<file path="config.mk">
export PLATFORM = sky130hd
export DESIGN_NAME = pin_mode_ctrl
export DESIGN_NICKNAME = d
export VERILOG_FILES = /design/src/rtl/mcc_pkg.sv /design/src/rtl/mcc_pulse_qual.sv /design/src/rtl/mcc_mode_fsm.sv /design/src/rtl/mcc_cfg_chain.sv /design/src/rtl/pin_mode_ctrl.sv
export SDC_FILE = /design/constraint.sdc
export NUM_CORES = 1
export LEC_CHECK = 0
export BUFFER_PORTS_ARGS = -buffer_cell sky130_fd_sc_hd__clkbuf_2
export CAP_MARGIN = 20
export CORE_MARGIN = 3
export CORE_UTILIZATION = 35
export CTS_CLUSTER_SIZE = 14
export DETAILED_ROUTE_END_ITERATION = 8
export GPL_ROUTABILITY_DRIVEN = 0
export PLACE_DENSITY_LB_ADDON = 0.05
export SLEW_MARGIN = 25
export SYNTH_ARGS = -nofsm -noshare
export SYNTH_HDL_FRONTEND = slang
export SYNTH_HIERARCHICAL = 1
export SYNTH_SLANG_ARGS = --single-unit
</file>
<file path="constraint.sdc">
create_clock -name clk -period 1.6 [get_ports clk]
set_input_delay 0.4 -clock clk [delete_from_list [all_inputs] [get_ports clk]]
set_output_delay 0.4 -clock clk [all_outputs]
set_load 0.005 [all_outputs]
</file>
<file path="src/rtl/mcc_pkg.sv">
package mcc_pkg;

    typedef enum logic [1:0] {
        MODE_READOUT = 2'b00,
        MODE_ACQ     = 2'b01,
        MODE_CFG     = 2'b10
    } mode_e;

    typedef enum logic [1:0] {
        ST_READOUT,
        ST_ACQ,
        ST_CFG_ARM,
        ST_CFG
    } ctl_state_e;

    typedef enum logic [1:0] {
        QS_IDLE,
        QS_HIGH,
        QS_OVER
    } qual_state_e;

endpackage

</file>
<file path="src/rtl/mcc_pulse_qual.sv">
module mcc_pulse_qual
    import mcc_pkg::*;
#(
    parameter int MAX_LEN = 4
) (
    input  logic clk,
    input  logic rst_n,
    input  logic lvl,
    input  logic gate,
    output logic fire
);
    localparam int CW = $clog2(MAX_LEN + 1);

    qual_state_e     state, nxt_state;
    logic [CW-1:0]   cnt, nxt_cnt;

    always_comb begin
        nxt_state = state;
        nxt_cnt   = cnt;
        unique case (state)
            QS_IDLE: begin
                if (lvl && gate) begin
                    nxt_state = QS_HIGH;
                    nxt_cnt   = CW'(1);
                end else if (lvl) begin
                    nxt_state = QS_OVER;
                end
            end
            QS_HIGH: begin
                if (!lvl) begin
                    nxt_state = QS_IDLE;
                end else if (!gate || cnt == CW'(MAX_LEN)) begin
                    nxt_state = QS_OVER;
                end else begin
                    nxt_cnt = cnt + CW'(1);
                end
            end
            QS_OVER: begin
                if (!lvl) nxt_state = QS_IDLE;
            end
            default: nxt_state = QS_IDLE;
        endcase
    end

    always_ff @(posedge clk or negedge rst_n) begin
        if (!rst_n) begin
            state <= QS_IDLE;
            cnt   <= '0;
        end else begin
            state <= nxt_state;
            cnt   <= nxt_cnt;
        end
    end

    always_ff @(posedge clk or negedge rst_n) begin
        if (!rst_n) fire <= 1'b0;
        else        fire <= (state == QS_HIGH) && !lvl;
    end

endmodule

</file>
<file path="src/rtl/mcc_mode_fsm.sv">
module mcc_mode_fsm
    import mcc_pkg::*;
#(
    parameter int ARM_LEN = 4
) (
    input  logic       clk,
    input  logic       rst_n,
    input  logic       acq_en,
    input  logic       cfg_wen,
    output logic [1:0] mode,
    output logic       shift_en
);
    localparam int CW = $clog2(ARM_LEN + 1);

    ctl_state_e    state, nxt_state;
    logic [CW-1:0] arm_cnt, nxt_arm_cnt;

    always_comb begin
        nxt_state   = state;
        nxt_arm_cnt = arm_cnt;
        if (!cfg_wen) begin
            nxt_state   = acq_en ? ST_ACQ : ST_READOUT;
            nxt_arm_cnt = '0;
        end else begin
            unique case (state)
                ST_READOUT, ST_ACQ: begin
                    nxt_state   = ST_CFG_ARM;
                    nxt_arm_cnt = CW'(1);
                end
                ST_CFG_ARM: begin
                    if (arm_cnt == CW'(ARM_LEN)) nxt_state = ST_CFG;
                    else                         nxt_arm_cnt = arm_cnt + CW'(1);
                end
                ST_CFG:  nxt_state = ST_CFG;
                default: nxt_state = ST_READOUT;
            endcase
        end
    end

    always_ff @(posedge clk or negedge rst_n) begin
        if (!rst_n) begin
            state   <= ST_READOUT;
            arm_cnt <= '0;
        end else begin
            state   <= nxt_state;
            arm_cnt <= nxt_arm_cnt;
        end
    end

    always_comb begin
        mode     = MODE_READOUT;
        shift_en = 1'b0;
        unique case (state)
            ST_READOUT: mode = MODE_READOUT;
            ST_ACQ:     mode = MODE_ACQ;
            ST_CFG_ARM: mode = MODE_CFG;
            ST_CFG: begin
                mode     = MODE_CFG;
                shift_en = cfg_wen;
            end
            default:    mode = MODE_READOUT;
        endcase
    end

endmodule

</file>
<file path="src/rtl/mcc_cfg_chain.sv">
module mcc_cfg_chain #(
    parameter int WIDTH = 32
) (
    input  logic             clk,
    input  logic             rst_n,
    input  logic             clr,
    input  logic             shift,
    input  logic             din,
    output logic [WIDTH-1:0] cfg_q,
    output logic             ser_out
);
    localparam int MSB = WIDTH - 1;

    always_ff @(posedge clk or negedge rst_n) begin
        if (!rst_n)     cfg_q <= '0;
        else if (clr)   cfg_q <= '0;
        else if (shift) cfg_q <= {cfg_q[MSB-1:0], din};
    end

    always_ff @(negedge clk or negedge rst_n) begin
        if (!rst_n) ser_out <= 1'b0;
        else        ser_out <= cfg_q[MSB];
    end

endmodule

</file>
<file path="src/rtl/pin_mode_ctrl.sv">
module pin_mode_ctrl
    import mcc_pkg::*;
#(
    parameter int CFG_W     = 32,
    parameter int PULSE_MAX = 4
) (
    input  logic             clk,
    input  logic             rst_n,
    input  logic             acq_en,
    input  logic             cfg_wen,
    input  logic             ser_in,
    output logic [1:0]       mode,
    output logic             acq_rst,
    output logic             glob_rst,
    output logic [CFG_W-1:0] cfg_q,
    output logic             ser_out,
    output logic             pulser_clk
);
    logic shift_en;

    mcc_mode_fsm #(.ARM_LEN(PULSE_MAX)) u_fsm (
        .clk      (clk),
        .rst_n    (rst_n),
        .acq_en   (acq_en),
        .cfg_wen  (cfg_wen),
        .mode     (mode),
        .shift_en (shift_en)
    );

    mcc_pulse_qual #(.MAX_LEN(PULSE_MAX)) u_wen_q (
        .clk   (clk),
        .rst_n (rst_n),
        .lvl   (cfg_wen),
        .gate  (1'b1),
        .fire  (acq_rst)
    );

    mcc_pulse_qual #(.MAX_LEN(PULSE_MAX)) u_ena_q (
        .clk   (clk),
        .rst_n (rst_n),
        .lvl   (acq_en),
        .gate  (cfg_wen),
        .fire  (glob_rst)
    );

    mcc_cfg_chain #(.WIDTH(CFG_W)) u_chain (
        .clk     (clk),
        .rst_n   (rst_n),
        .clr     (glob_rst),
        .shift   (shift_en),
        .din     (ser_in),
        .cfg_q   (cfg_q),
        .ser_out (ser_out)
    );

    assign pulser_clk = (mode == MODE_ACQ) && ser_in;

endmodule

</file>
==> results of run 1 <==
## final cells by class
type                    instances  area share (%)
repair buffers                 49            10.5
multi-input cells             116            32.6
flip-flops and latches         50            47.5
inverters                      12            1.71
well taps                      75            3.56
clock buffers                   8            4.18
## Yosys cell counts (2+ instances only)
| library cell | n | area share (%) |
|---|---|---|
| and3_4 | 2 | 1.0 |
| and4b_1 | 2 | 0.90 |
| buf_12 | 3 | 2.7 |
| clkbuf_1 | 5 | 0.84 |
| dfrtp_1 | 49 | 55 |
| ha_1 | 6 | 3.4 |
| inv_1 | 12 | 2.0 |
| mux2_4 | 2 | 1.3 |
| mux2i_1 | 35 | 16 |
| nand2_1 | 9 | 1.5 |
| nor2_1 | 35 | 5.9 |
| nor2b_1 | 6 | 1.7 |
| nor3_4 | 2 | 1.5 |
| o21ai_0 | 4 | 0.90 |
| o311a_1 | 2 | 0.90 |
## worst min path at each step
stage,from,endpoint,slack (ns),cells past startpoint
6_report,rst_n,u_chain/cfg_q[13],0.24,2
5_1_grt,rst_n,u_chain/cfg_q[6],0.29,2
4_1_cts,rst_n,u_chain/cfg_q[6],0.26,2
3_5_place_dp,u_fsm/state[1],u_fsm/arm_cnt[0],0.53,1
3_3_place_gp,u_fsm/state[1],u_fsm/arm_cnt[0],0.50,1
2_1_floorplan,rst_n,u_chain/cfg_q[0],0.10,0
## stage by stage
stage	hold WS [ns]	setup slack (ns)	power, uW	util (%)	std cells
after floorplan	0.104	0.0211	1560	-	187
after global placement	0.500	-0.0690	1650	41.6	300
after detailed placement	0.531	-0.0830	1660	41.6	300
after CTS	0.260	-0.411	2500	43.5	309
after global routing	0.290	-0.435	2610	43.7	310
final	0.240	-0.399	2460	43.7	310
## where the power goes
group          internal (uW)  total (uW)  leakage (uW)  switching, uW
registers               1330        1380      0.000674           57.4
logic                    119         254      0.000627            135
clock network            437         821     0.0000575            385
total                   1880        2460       0.00136            577
## cell families after synthesis
logic type                 count (synthesis)  share of synthesized area (%)
AOI/OAI and AO/OA                         10                           3.04
xor gates and xnor gates                   1                          0.394
adders and majority gates                  6                           3.37
buffers and inverters                     21                           6.07
DFF                                       50                           56.2
muxes                                     37                           17.1
other                                      1                          0.168
and+or+nand+nor                           59                           13.7
## state kept, by name, indices dropped and copies added, names as in the netlist
name             cells
u_ena_q/cnt          3
u_wen_q/cnt          3
u_fsm/state          2
u_fsm/arm_cnt        3
u_wen_q/fire         1
u_chain/ser_out      1
u_chain/cfg_q       32
u_ena_q/fire         1
u_ena_q/state        2
u_wen_q/state        2
## layer usage
metal | track usage (%) | vias to the layer above | share of wire (%)
met1 | 14.2 | 681 | 45
li1 | - | 699 | -
met3 | 3.55 | 7 | 5.3
met5 | 0 | - | 0
met4 | 4.75 | 0 | 1.7
met2 | 19.7 | 31 | 48
## timing repair
| action | in CTS | in global routing |
|---|---|---|
| endpoints found under the setup margin | 2 | 3 |
| gates resized for setup | 0 | 2 |
| pin swaps | 0 | 2 |
| hold buffers | 0 | 0 |
| setup buffers | 1 | 1 |
==> reports/summary.txt, run 1 <==
Number of enable-type register cells in the synthesized netlist: 0
Violations in the final reports: setup timing
Actual transition at the worst max-transition pin: 0.596 ns
Iter 0 DRT Violations: 51
Initial core utilization: 36.9%
Commonest non-fill, non-tap cells in the layout: 49 x dfrtp_1, 42 x clkbuf_2, 35 x mux2i_1
CTS Root Cell: clkbuf_8
Worst reg2reg path depth: 5
Syn-to-layout area delta: 18.3%
Worst endpoint data arrival time: 1.60 ns
Number of global-route vias before repair: 1,494
Initial antenna violation count: 0
Number of nets at the end of the flow: 245
Warnings from Yosys: 6
Floorplan Core Area: 6030 um2
Antenna cell count: 0
Total of buffers placed on input and output ports: 42
Max rail drop VDD: 403 uV
Number of cells on the critical path: 1
Maximum Capacitance Violations: 0
Class of the most critical setup path: register to primary output
Clock latency on the worst-skew pair: 0.29 ns
Y dimension of the die: 85.7 um
Number of clock buffers inserted by TritonCTS: 5
Critical path required time: 1.20 ns
Final Cell Area: 2630 um2
Beginning of the critical path: u_chain/ser_out
Total cell area at the placement stage: 2500 um2
Routed length per instance: 12.9 um
Clock Tree Buf Depth: 2
Syn avg cell area: 12.0 um2
Number of hold violations in the final report: 0
Setup violators final: 1
Async S/R FF share, synth: 100%
Most common cell after layout, fill and taps aside: dfrtp_1
Overall Global Routing Usage: 11.8%
Number of fill cells in the layout: 583
Post-synthesis cell area: 2230 um2
RSZ-0062 raised after global routing: true
Row count: 28
Critical path's largest stage delay: 0.40 ns
Number of clock sinks seen by CTS: 50
Pwr per Cell Area: 934 nW/um2
Total negative slack: -0.399 ns
Die extent in x: 85.7 um
Yosys cell types: 26
Wire length of the first global-routing pass: 6.87 mm
Cell family contributing the most delay on the critical path: flip-flops
Highest-delay cell along the critical path: dfrtn_1
Sequential share of the synthesized area: 56.2%
Setup slack of the worst register-to-register path: 0.12 ns
R2r endpoint: u_ena_q/cnt[0]
Multi-input combinational cell area: 857 um2
Cell-by-cell listing of the critical path: clkbuf_2
Total gr overflow: 0
Crit path capture type: primary output
Total detailed-routing wirelength: 4.00 mm
Count of boundary I/O pins: 43
Per-cell via count in the routed design: 4.57
Main flop type after synthesis: dfrtp_1
Hpwl dp: 2.87 mm
Nature of the critical path startpoint: register
Proportion of layout cells with a drive suffix above 1: 28.9%
Leakage dissipation: 0.00136 uW
H-Tree Depth: 2
Setup slack after layout: -0.399 ns
Outcome: finished with violations
Flip-flop and latch count after synthesis: 50
Maximum number of pins on one net before global-route repair: 50
Post-CTS clock slew at the launch and capture registers of the worst setup and hold paths: 0.08 ns
WP buf/inv: 1
Routed vias: 1,418
DRC: 0
Start of the worst register-to-register path: u_ena_q/cnt[0]
Final slew viol count: 0
Die ar.: 7350 um2
Storage cell area: 1250 um2
Capture point of the critical path: ser_out
Worst hold-check path type: input port to async pin
Worst max-slew margin expressed relative to the limit: 60.3%
Critical path peak fanout: 1
Clock tree from TritonCTS: done
Post-DRT Antenna Nets: 0
Synth Instances: 185
Number of iterations in the first detailed-routing pass: 4
Post-Route Skew: 0.00524 ns
Note: power is estimated with default switching activity, not from simulation.
==> run 2: changes to the inputs <==
--- a/config.mk
+++ b/config.mk
@@ -8,7 +8,7 @@
 export BUFFER_PORTS_ARGS = -buffer_cell sky130_fd_sc_hd__clkbuf_2
 export CAP_MARGIN = 20
 export CORE_MARGIN = 3
-export CORE_UTILIZATION = 35
+export CORE_UTILIZATION = 30
 export CTS_CLUSTER_SIZE = 14
 export DETAILED_ROUTE_END_ITERATION = 8
 export GPL_ROUTABILITY_DRIVEN = 0
==> reports/summary.txt, run 2 (synthesis gave the netlist of run 1 again) <==
Number of clock buffers inserted by TritonCTS: 5
Beginning of the critical path: u_chain/ser_out
Number of iterations in the first detailed-routing pass: 4
Total gr overflow: 0
Per-cell via count in the routed design: 4.29
RSZ-0062 raised after global routing: true
Commonest non-fill, non-tap cells in the layout: 49 x dfrtp_1, 41 x clkbuf_2, 35 x mux2i_1
Number of clock sinks seen by CTS: 50
Total negative slack: -0.381 ns
Violations in the final reports: setup timing
Final Cell Area: 2650 um2
Initial core utilization: 31.9%
Most common cell after layout, fill and taps aside: dfrtp_1
Start of the worst register-to-register path: u_wen_q/cnt[0]
Count of boundary I/O pins: 43
Routed vias: 1,419
Initial antenna violation count: 0
Pwr per Cell Area: 895 nW/um2
Post-DRT Antenna Nets: 0
Row count: 30
Nature of the critical path startpoint: register
Final slew viol count: 0
Cell family contributing the most delay on the critical path: flip-flops
CTS Root Cell: clkbuf_8
Routed length per instance: 12.7 um
Leakage dissipation: 0.00135 uW
Setup slack of the worst register-to-register path: 0.09 ns
Cell-by-cell listing of the critical path: buf_2
Floorplan Core Area: 6980 um2
Clock tree from TritonCTS: done
H-Tree Depth: 2
Top register by number of flip-flops: u_chain/cfg_q
Die ar.: 8490 um2
Max rail drop VDD: 377 uV
Critical path peak fanout: 1
Total of buffers placed on input and output ports: 42
Power, Total: 2370 uW
DRC: 0
WP buf/inv: 1
Antenna cell count: 0
Die extent in x: 92.1 um
Proportion of layout cells with a drive suffix above 1: 28.9%
Highest-delay cell along the critical path: dfrtn_1
Post-CTS clock slew at the launch and capture registers of the worst setup and hold paths: 0.09 ns
Syn-to-layout area delta: 19.1%
Critical path's largest stage delay: 0.38 ns
Wire length of the first global-routing pass: 7.15 mm
Crit path capture type: primary output
Total cell area at the placement stage: 2540 um2
Setup violators final: 1
Setup slack after layout: -0.381 ns
Hpwl dp: 3.02 mm
Outcome: finished with violations
Overall Global Routing Usage: 10.5%
Number of global-route vias before repair: 1,408
Iter 0 DRT Violations: 68
Post-Route Skew: 0.00664 ns
Clock latency on the worst-skew pair: 0.29 ns
Clock Tree Buf Depth: 2
Class of the most critical setup path: register to primary output
Worst hold-check path type: input port to async pin
Worst endpoint data arrival time: 1.58 ns
Maximum number of pins on one net before global-route repair: 50
Total detailed-routing wirelength: 4.22 mm
Max FFs per register: 32
Maximum Capacitance Violations: 0
Y dimension of the die: 92.1 um
Number of hold violations in the final report: 0
Number of nets at the end of the flow: 245
Critical path required time: 1.20 ns
## run 2: cell types whose count changed in the layout (fill, tap and decap cells not counted), sizes merged
cell / previous run / this run
clkbuf: 50 / 46
clkinv: 0 / 2
clkinvlp: 0 / 1
buf: 7 / 8
## run 2: where the power goes
| group | switching, uW | total (uW) | internal (uW) |
|---|---|---|---|
| logic | 146 | 269 | 124 |
| clock network | 415 | 723 | 308 |
| registers | 54.9 | 1380 | 1330 |
| total | 616 | 2370 | 1760 |
## run 2: area by class of cell
class | count | area, um2
clock inverter | 3 | 21.3
multi-input combinational | 116 | 857
tap | 96 | 120
clock buffer | 5 | 68.8
timing repair buffer | 49 | 288
inverter | 12 | 45.0
sequential | 50 | 1250
fill | 722 | 4330
## run 2: worst paths after layout
check                              endpoint  depth (start not counted)
setup / recovery                    ser_out                          1
hold / removal               u_fsm/state[1]                          2
setup reg to reg             u_wen_q/cnt[0]                          5
hold reg to reg            u_fsm/arm_cnt[0]                          1
max in group asynchronous   u_chain/ser_out                          1
min in group clk               u_ena_q/fire                          2
## run 2: timing repair
item	in CTS	in global routing
gates resized for setup	1	2
buffers inserted	0	2
pin swaps	0	0
hold buffers	0	0
endpoints found under the setup margin	2	3
## run 2: metal layers
layer | vias up | wire length [um] | global-route usage, %
met3 | 2 | 183 | 3.20
met4 | 0 | 29 | 3.34
met1 | 681 | 2050 | 14.3
met2 | 31 | 1950 | 16.1
met5 | - | 0 | 0
li1 | 705 | - | -
## run 2: per-stage QoR
stage	setup WS [ns]	hold WS (ns)	utilization [%]	instances
after global routing	-0.414	0.173	38.0	331
after CTS	-0.404	0.160	37.7	329
after floorplan	0.0211	0.104	-	187
after detailed placement	-0.0762	0.495	36.4	321
final	-0.381	0.158	38.0	331
after global placement	-0.0696	0.495	36.4	321
